$ cat config.mk
export PLATFORM = sky130hd
export DESIGN_NAME = sgdesc_walker
export DESIGN_NICKNAME = d
export VERILOG_FILES = /design/src/rtl/sgw_pkg.sv /design/src/rtl/sgw_desc_capture.sv /design/src/rtl/sgw_desc_check.sv /design/src/rtl/sgdesc_walker.sv
export SDC_FILE = /design/constraint.sdc
export NUM_CORES = 1
export LEC_CHECK = 0
export BUFFER_PORTS_ARGS = -buffer_cell sky130_fd_sc_hd__buf_2
export CAP_MARGIN = 20
export CORE_AREA = 2 2 196 198
export DETAILED_ROUTE_END_ITERATION = 10
export DIE_AREA = 0 0 198 200
export PLACE_DENSITY = 0.75
export RECOVER_POWER = 50
export SLEW_MARGIN = 5
export SYNTH_ARGS = -nofsm -noshare
export SYNTH_HDL_FRONTEND = slang
export SYNTH_SLANG_ARGS = --single-unit
$ cat constraint.sdc
create_clock -name clk -period 7.62 [get_ports clk]
set_input_delay 1.143 -clock clk [delete_from_list [all_inputs] [get_ports clk]]
set_output_delay 1.143 -clock clk [all_outputs]
set_load 0.02 [all_outputs]
$ cat src/rtl/sgw_pkg.sv
package sgw_pkg;

  // word indices inside a descriptor (layout is fixed by the memory format)
  localparam int unsigned W_NXT_LO  = 0;
  localparam int unsigned W_NXT_HI  = 1;
  localparam int unsigned W_BUF_LO  = 2;
  localparam int unsigned W_BUF_HI  = 3;
  localparam int unsigned W_CTRL    = 6;
  localparam int unsigned W_STATUS  = 7;
  localparam int unsigned BASE_WORDS = 8;

  localparam int unsigned LEN_W     = 26;
  localparam int unsigned EOF_BIT   = 26;
  localparam int unsigned SOF_BIT   = 27;
  localparam int unsigned ST_OK_BIT = 31;
  localparam int unsigned ST_ER_BIT = 30;
  localparam int unsigned STRIDE_LG = 6;

  typedef struct packed {
    logic [63:0] nxt;
    logic [63:0] buf_addr;
    logic [27:0] ctrl;
  } desc_t;

  typedef enum logic [2:0] {
    S_IDLE, S_RREQ, S_RWAIT, S_CHECK, S_CMD, S_ACK, S_WSTAT
  } wstate_t;

endpackage

$ cat src/rtl/sgw_desc_capture.sv
module sgw_desc_capture
  import sgw_pkg::*;
#(
  parameter int unsigned IDXW = 4
) (
  input  logic            clk,
  input  logic            rst_n,
  input  logic            we,
  input  logic [IDXW-1:0] idx,
  input  logic [31:0]     data,
  output desc_t           desc
);

  always_ff @(posedge clk) begin
    if (!rst_n) begin
      desc <= '0;
    end else if (we) begin
      case (32'(idx))
        W_NXT_LO: desc.nxt[31:0]       <= data;
        W_NXT_HI: desc.nxt[63:32]      <= data;
        W_BUF_LO: desc.buf_addr[31:0]  <= data;
        W_BUF_HI: desc.buf_addr[63:32] <= data;
        W_CTRL:   desc.ctrl            <= data[27:0];
        default:  ;
      endcase
    end
  end

endmodule

$ cat src/rtl/sgw_desc_check.sv
module sgw_desc_check
  import sgw_pkg::*;
#(
  parameter int unsigned DATA_BYTES = 8
) (
  input  desc_t desc,
  input  logic  is_tail,
  output logic  bad
);
  localparam int unsigned OFFW = $clog2(DATA_BYTES);

  logic len_zero, buf_mis, nxt_mis;

  assign len_zero = (desc.ctrl[LEN_W-1:0] == '0);
  assign nxt_mis  = !is_tail && (desc.nxt[STRIDE_LG-1:0] != '0);

  generate
    if (OFFW == 0) begin : g_no_align
      assign buf_mis = 1'b0;
    end else begin : g_align
      assign buf_mis = (desc.buf_addr[OFFW-1:0] != '0);
    end
  endgenerate

  assign bad = len_zero | buf_mis | nxt_mis;

endmodule

$ cat src/rtl/sgdesc_walker.sv
module sgdesc_walker
  import sgw_pkg::*;
#(
  parameter int unsigned USER_WORDS = 5,
  parameter int unsigned DATA_BYTES = 8
) (
  input  logic        clk,
  input  logic        rst_n,
  input  logic        start,
  input  logic [63:0] first_addr,
  input  logic [63:0] tail_addr,
  output logic        busy,
  output logic        done,
  output logic        err,
  output logic        rd_valid,
  input  logic        rd_ready,
  output logic [63:0] rd_addr,
  input  logic        rd_rsp_valid,
  input  logic [31:0] rd_rsp_data,
  output logic        cmd_valid,
  input  logic        cmd_ready,
  output logic [63:0] cmd_addr,
  output logic [25:0] cmd_len,
  output logic        cmd_sof,
  output logic        cmd_eof,
  input  logic        mv_done_valid,
  input  logic [25:0] mv_done_bytes,
  output logic        wr_valid,
  input  logic        wr_ready,
  output logic [63:0] wr_addr,
  output logic [31:0] wr_data
);
  localparam int unsigned FETCH_WORDS = BASE_WORDS + USER_WORDS;
  localparam int unsigned IDXW        = $clog2(FETCH_WORDS);
  localparam logic [IDXW-1:0] LAST_IDX = IDXW'(FETCH_WORDS - 1);

  wstate_t         state;
  logic [63:0]     cur_q, tail_q;
  logic [IDXW-1:0] idx_q;
  logic [31:0]     stat_q;
  logic            bad_q;
  desc_t           desc;
  logic            is_tail, bad, cap_we;

  assign cap_we  = (state == S_RWAIT) && rd_rsp_valid;
  assign is_tail = (cur_q == tail_q);

  sgw_desc_capture #(.IDXW(IDXW)) u_cap (
    .clk(clk), .rst_n(rst_n), .we(cap_we), .idx(idx_q),
    .data(rd_rsp_data), .desc(desc)
  );

  sgw_desc_check #(.DATA_BYTES(DATA_BYTES)) u_chk (
    .desc(desc), .is_tail(is_tail), .bad(bad)
  );

  always_ff @(posedge clk) begin
    if (!rst_n) begin
      state  <= S_IDLE;
      cur_q  <= '0;
      tail_q <= '0;
      idx_q  <= '0;
      stat_q <= '0;
      bad_q  <= 1'b0;
      done   <= 1'b0;
      err    <= 1'b0;
    end else begin
      done <= 1'b0;
      err  <= 1'b0;
      case (state)
        S_IDLE: if (start) begin
          cur_q  <= first_addr;
          tail_q <= tail_addr;
          idx_q  <= '0;
          state  <= S_RREQ;
        end
        S_RREQ: if (rd_ready) state <= S_RWAIT;
        S_RWAIT: if (rd_rsp_valid) begin
          if (idx_q == LAST_IDX) begin
            state <= S_CHECK;
          end else begin
            idx_q <= idx_q + 1'b1;
            state <= S_RREQ;
          end
        end
        S_CHECK: begin
          if (bad) begin
            stat_q <= 32'h1 << ST_ER_BIT;
            bad_q  <= 1'b1;
            state  <= S_WSTAT;
          end else begin
            state  <= S_CMD;
          end
        end
        S_CMD: if (cmd_ready) state <= S_ACK;
        S_ACK: if (mv_done_valid) begin
          stat_q <= (32'h1 << ST_OK_BIT) | 32'(mv_done_bytes);
          state  <= S_WSTAT;
        end
        S_WSTAT: if (wr_ready) begin
          if (bad_q) begin
            bad_q <= 1'b0;
            err   <= 1'b1;
            state <= S_IDLE;
          end else if (is_tail) begin
            done  <= 1'b1;
            state <= S_IDLE;
          end else begin
            cur_q <= desc.nxt;
            idx_q <= '0;
            state <= S_RREQ;
          end
        end
        default: state <= S_IDLE;
      endcase
    end
  end

  assign busy      = (state != S_IDLE);
  assign rd_valid  = (state == S_RREQ);
  assign rd_addr   = cur_q + (64'(idx_q) << 2);
  assign cmd_valid = (state == S_CMD);
  assign cmd_addr  = desc.buf_addr;
  assign cmd_len   = desc.ctrl[LEN_W-1:0];
  assign cmd_eof   = desc.ctrl[EOF_BIT];
  assign cmd_sof   = desc.ctrl[SOF_BIT];
  assign wr_valid  = (state == S_WSTAT);
  assign wr_addr   = cur_q + 64'(W_STATUS * 4);
  assign wr_data   = stat_q;

endmodule


* Word level (Yosys, flattened, before mapping)
Index checks and enable logic that the tools add are counted.
** Word-level totals
- Bits in registers :: 326
- Output and inout port bits :: 258
- Input bits :: 194
** Cells by class
- Bitwise operators :: 5
- Mux-type cells :: 31
- Reduce and logical (&&, ||, !) cells :: 26
- $add $sub $neg :: 3
- Eq/ne operators :: 22
** Operator list (number)
- two-way mux 64 bit :: 4
- one-hot mux 64 bit (2 select lines) :: 1
- adder 64 x 5 -> 64 bit (second input constant) :: 1
- adder 64 x 6 -> 64 bit :: 1
- == test 64 bit :: 1
- two-way mux 32 bit :: 2
- one-hot mux 32 bit (2 select lines) :: 1
- logical NOT 26 bit :: 1
- two-way mux 4 bit :: 6
- one-hot mux 3 bit (7 select lines) :: 1
- two-way mux 3 bit :: 6
- != test 2 bit (second input constant) :: 7
- one-hot mux 4 bit (3 select lines) :: 1
- AND reduction 2 bit :: 6
- == test 3 bit (second input constant) :: 3
- AND reduction 3 bit :: 3
- nonzero test 3 bit :: 3
- == test 4 x 2 -> 1 bit (second input constant) :: 2
- AND reduction 7 bit :: 1
- == test 3 x 2 -> 1 bit (second input constant) :: 2
- two-way mux 1 bit :: 6
- != test 2 x 1 -> 1 bit (second input constant) :: 3
- AND reduction 6 bit :: 1
- nonzero test 2 bit :: 3
- other kinds (16) :: 21

* Logic depth before layout (Yosys ltp)
- Depth in word-level cells :: 6
- Mapped depth :: 10
- Mapped depth without buffers :: 8

* Cells and area by module
From an unflattened synthesis, not the netlist that was laid out.
** Unflattened totals
- Cell total of the unflattened synthesis :: 1902
- Area total of the unflattened synthesis :: 16234.3 um2
** Modules (own cells, without submodules)
- sgdesc_walker :: instances 1, area each 10427.5 um2, sequential area each 3323.2 um2, cells each 1344
- sgw_desc_capture :: instances 1, area each 5719.2 um2, sequential area each 3123.0 um2, cells each 545
- sgw_desc_check :: instances 1, area each 87.6 um2, sequential area each 0.0 um2, cells each 13

* Worst setup path after synthesis
Ideal clock, no wire load.
- Path type :: register -> output
- Start point :: reg cur_q[2]
- End point :: out rd_addr[42]
- Path slack :: 3.936 ns
- Cell stages (with the launch flop) :: 9
- Path buffers :: 0
- Arrival :: 2.541 ns
- Cell sequence :: dfxtp_1 > ha_1 > fa_1 > a21o_1 > a21oi_1 > or4_1 > nand2b_1 > or3_1 > xnor2_1
** On the way
- Longest elaborated chain between the ends :: 1
** RTL lines
- start: declaration :: line sgdesc_walker.sv:38 : logic [63:0] cur_q, tail_q;
- start signal: assignment :: line sgdesc_walker.sv:72 : cur_q <= first_addr;
- start signal: assignment :: line sgdesc_walker.sv:109 : cur_q <= desc.nxt;
- adder 64 x 6 -> 64 bit :: line sgdesc_walker.sv:121 : assign rd_addr = cur_q + (64'(idx_q) << 2);
- end: declaration :: line sgdesc_walker.sv:17 : output logic [63:0] rd_addr,
No other way between the ends.

* Worst setup path in the final report
- Start point :: in rst_n
- End point :: reg, netlist name u_cap.desc[7]
** RTL lines
- start: declaration :: line sgdesc_walker.sv:8 : input logic rst_n,
No word-level cell between the ends.

==> summary.txt <==
Layout
  – Area growth from synthesis to final layout: 15.99%
  – Share of layout cells above drive strength 1: 0.1742
  – Number of inserted filler cells in the final layout: approximately 3700
  – Post-Route Utilization: 0.5163
  – Multi-input gate area: around 8500 sq um
  – Non-filler instance count after layout: slightly below 3000
  – Area occupied by registers: 6446 sq um
  – Number of nets in the final layout: about 2600

Synthesis
  – Number of synthesized flops with an enable pin: 0
  – Proportion of netlist area held by the largest area contributor: 0.3872
  – Xor-xnor portion of the synthesized cell area: 0.09680
  – Cell type with the largest total area after synthesis: sky130_fd_sc_hd__dfxtp_1
  – Top-count cell post-synth: sky130_fd_sc_hd__nand2_1
  – Cells after Synth: roughly 2100
  – Post-synthesis sequential area ratio: 0.3872
  – Top cells by count, synth: sky130_fd_sc_hd__nand2_1, sky130_fd_sc_hd__dfxtp_1, sky130_fd_sc_hd__a21oi_1, sky130_fd_sc_hd__xnor2_1, sky130_fd_sc_hd__buf_4
  – Largest cells by area after synthesis: sky130_fd_sc_hd__dfxtp_1, sky130_fd_sc_hd__nand2_1, sky130_fd_sc_hd__xnor2_1
  – Compound-cell area share of the yosys netlist: 0.1158
  – Main combinational cell family by area after synthesis: simple AND/OR/NAND/NOR gates
  – Most frequently used flop master after synthesis: sky130_fd_sc_hd__dfxtp_1
  – Synth Area in Adders: 0.007966
  – Share of synthesized cell area in and, or, nand and nor gates: 0.2561
  – Share of cell area taken by muxes after synthesis: 0.03502
  – Yosys warnings: 0
  – Async set-reset flop share out of synthesis: 0
  – Synth unique cells: 60
  – Synthesized cell area: around 17000 sq um
  – Average cell area after synthesis: 7.805 sq um
  – Register bit count reported by yosys: approximately 320

Drt
  – Post-DR wirelength/cell: approximately 23 um
  – Vias: 16130
  – Post-detailed-route via-to-cell ratio: around 5.6
  – Routed Wire Length: ~65 mm
  – Residual DRC: 0
  – Iteration-0 DRC Markers: about 1400
  – Remaining antenna violation count: 0
  – Detailed-router iteration count before antenna repair: 7

CTS
  – Clk buf depth: 3
  – Number of buffers added by the clock tree synthesis step: 37
  – Worst skew pair latency: approximately 0.55 ns
  – H-tree levels: 2
  – Number of sinks driven by the clock tree: about 320
  – Clk slew on worst S/H paths: approximately 0.060 ns
  – Root cell of the clock tree: sky130_fd_sc_hd__clkbuf_16
  – CTS tree: built
  – Quantity of gates resized following cts: 0
  – Cts-stage hold buffer count: 0
  – Setup bufs post-CTS: 0

Global route
  – Pin count of the biggest net entering global routing: about 160
  – First-pass GRT wire length: between 90 and 100 mm
  – Overflow left after global routing: 0
  – Total routing usage reported by global routing: 0.3187
  – Antenna violations before repair: 9
  – Via count of the first global-routing pass: approximately 15000

Floorplanning
  – Initial standard-cell utilization of the core: 0.4452
  – Core Footprint: roughly 37000 sq um
  – Die Span Y: approximately 200 um
  – Die area: 39600 sq um
  – Top-Level Pins: roughly 450
  – Core Rows: 71
  – Die outline width: approximately 200 um

STA
  – Min Tclk post-route: about 5.7 ns
  – Final worst clock skew: ~0.022 ns
  – Max Slew Vio Count: slightly below 300
  – Worst Setup Slack, final: around 2 ns
  – Worst hold margin: ~0.45 ns
  – Worst slew slack as a fraction of its limit: -1.568
  – Final count of hold timing violations: 0
  – Total Neg Setup Slack: 0 ns
  – RSZ-0062 raised after global routing: no
  – Period utilization: 0.7416
  – Final Setup Violations: 0
  – Max Fclk: 0.1770 GHz
  – Slew at the pin closest to its max-slew limit: 3.852 ns

Worst setup path
  – Max FO, Critical Path: 87
  – Critical Path Start Type: primary input
  – Reg-to-reg slack, setup: about 2.6 ns
  – Worst endpoint data arrival time: roughly 5.9 ns
  – Start-to-end type of the worst setup path: primary input to flip-flop
  – CP Capture Type: flip-flop
  – Endpoint required time on the critical path: just under 8 ns

Pwr
  – Worst-case vdd ir drop: between 0.15 and 0.2 mV
  – Pwr/cell area: approximately 380 nW/um^2
  – Leak: a little under 8 nW

Placement
  – Number of input and output port buffers inserted: between 400 and 500
  – Total placed cells including tap cells: between 2000 and 3000
  – DP Wirelength: just under 50 mm
  – Global placement routability congestion: 1.061
  – Post-Place Worst Slack: about 3.5 ns

Run status
  – Violated checks: max-capacitance violations, max-slew violations
  – Status: finished, violations left

Run
  – Reported max-cap violation count: 4

Worst hold path
  – Tightest Hold Check Type: flip-flop to flip-flop
==> where the power goes <==
group,total (mW),switching [mW],internal [mW]
Combinational,2.77,1.79,0.978
Clock,1.91,0.743,1.17
Sequential,2.59,0.616,1.97
Total,7.26,3.15,4.12
==> layout make-up <==
class / instances / share of cell area
repair buffers: 468 / 0.1208
flip-flops and latches: 322 / 0.3338
diodes: 4 / 0.0005183
clock buffers: 43 / 0.05119
multi-input cells: 1518 / 0.4421
well taps: 511 / 0.03311
clock inverters: 22 / 0.01549
inverters: 15 / 0.002980
==> critical path, cell delays in order <==
cell                         delay [ns]
sky130_fd_sc_hd__clkbuf_1          0.11
sky130_fd_sc_hd__clkinvlp_2        1.57
sky130_fd_sc_hd__clkbuf_1          2.78
sky130_fd_sc_hd__nor2_1            0.17
==> kinds of logic after synthesis <==
kind of cell,after synthesis
AND/OR/NAND/NOR,973
flip-flops,322
buffers and inverters,296
AO/OA/AOI/OAI,289
XOR/XNOR,184
multiplexers,58
adder cells (fa/ha/maj),10
other,1
==> cell usage in the layout, fill, tap and decap left out, types with 3 or more instances in the layout <==
cell	n
sky130_fd_sc_hd__nand4_1	47
sky130_fd_sc_hd__diode_2	4
sky130_fd_sc_hd__inv_1	13
sky130_fd_sc_hd__mux2i_1	56
sky130_fd_sc_hd__and4_1	6
sky130_fd_sc_hd__clkinv_2	10
sky130_fd_sc_hd__or3_1	8
sky130_fd_sc_hd__o221a_1	66
sky130_fd_sc_hd__ha_1	9
sky130_fd_sc_hd__clkinvlp_4	4
sky130_fd_sc_hd__buf_2	317
sky130_fd_sc_hd__clkbuf_8	4
sky130_fd_sc_hd__conb_1	4
sky130_fd_sc_hd__nor4_4	3
sky130_fd_sc_hd__o21ai_0	5
sky130_fd_sc_hd__nor4_1	19
sky130_fd_sc_hd__buf_4	9
sky130_fd_sc_hd__nand3_1	101
sky130_fd_sc_hd__buf_16	4
sky130_fd_sc_hd__clkbuf_16	37
sky130_fd_sc_hd__bufinv_16	7
sky130_fd_sc_hd__nor2b_1	4
sky130_fd_sc_hd__nor4_2	3
sky130_fd_sc_hd__nor3_1	25
sky130_fd_sc_hd__nand2_1	632
sky130_fd_sc_hd__and2_1	10
sky130_fd_sc_hd__xor2_1	55
sky130_fd_sc_hd__a21o_1	3
sky130_fd_sc_hd__xnor2_1	129
sky130_fd_sc_hd__and3_1	10
sky130_fd_sc_hd__nor2_1	84
sky130_fd_sc_hd__a21oi_1	200
sky130_fd_sc_hd__nand2b_1	7
sky130_fd_sc_hd__dfxtp_1	322
sky130_fd_sc_hd__buf_8	3
sky130_fd_sc_hd__clkbuf_1	136
==> flip-flops by register name (all words and copies together) (netlist names) <==
name	cells
wr_data	28
done	1
tail_q	64
bad_q	1
u_cap.desc	156
state	3
idx_q	4
err	1
cur_q	64
==> final timing paths <==
| path | from | endpoint | depth (start not counted) |
|---|---|---|---|
| setup / recovery | rst_n | u_cap.desc[7]$_SDFFE_PN0P_ | 4 |
| hold / removal | u_cap.desc[65]$_SDFFE_PN0P_ | u_cap.desc[65]$_SDFFE_PN0P_ | 2 |
| setup reg to reg | cur_q[55]$_SDFFE_PN0P_ | state[1]$_SDFFE_PN0P_ | 7 |
| hold reg to reg | u_cap.desc[65]$_SDFFE_PN0P_ | u_cap.desc[65]$_SDFFE_PN0P_ | 2 |
==> per-stage QoR <==
step	total power [mW]	cell area (sq um)
detailed placement	5.361	18200
CTS	7.268	19490
floorplan	4.344	16660
global route	7.558	19300
finish	7.265	19310
global placement	5.311	18050
==> metal layers <==
layer	track usage	vias to the layer above	wire length, um
li1	-	7464	-
met1	0.4037	7636	26150
met2	0.5155	849	29900
met3	0.06300	170	5748
met4	0.1682	12	3459
met5	0	-	80
Power figures use the tool's default switching activity.
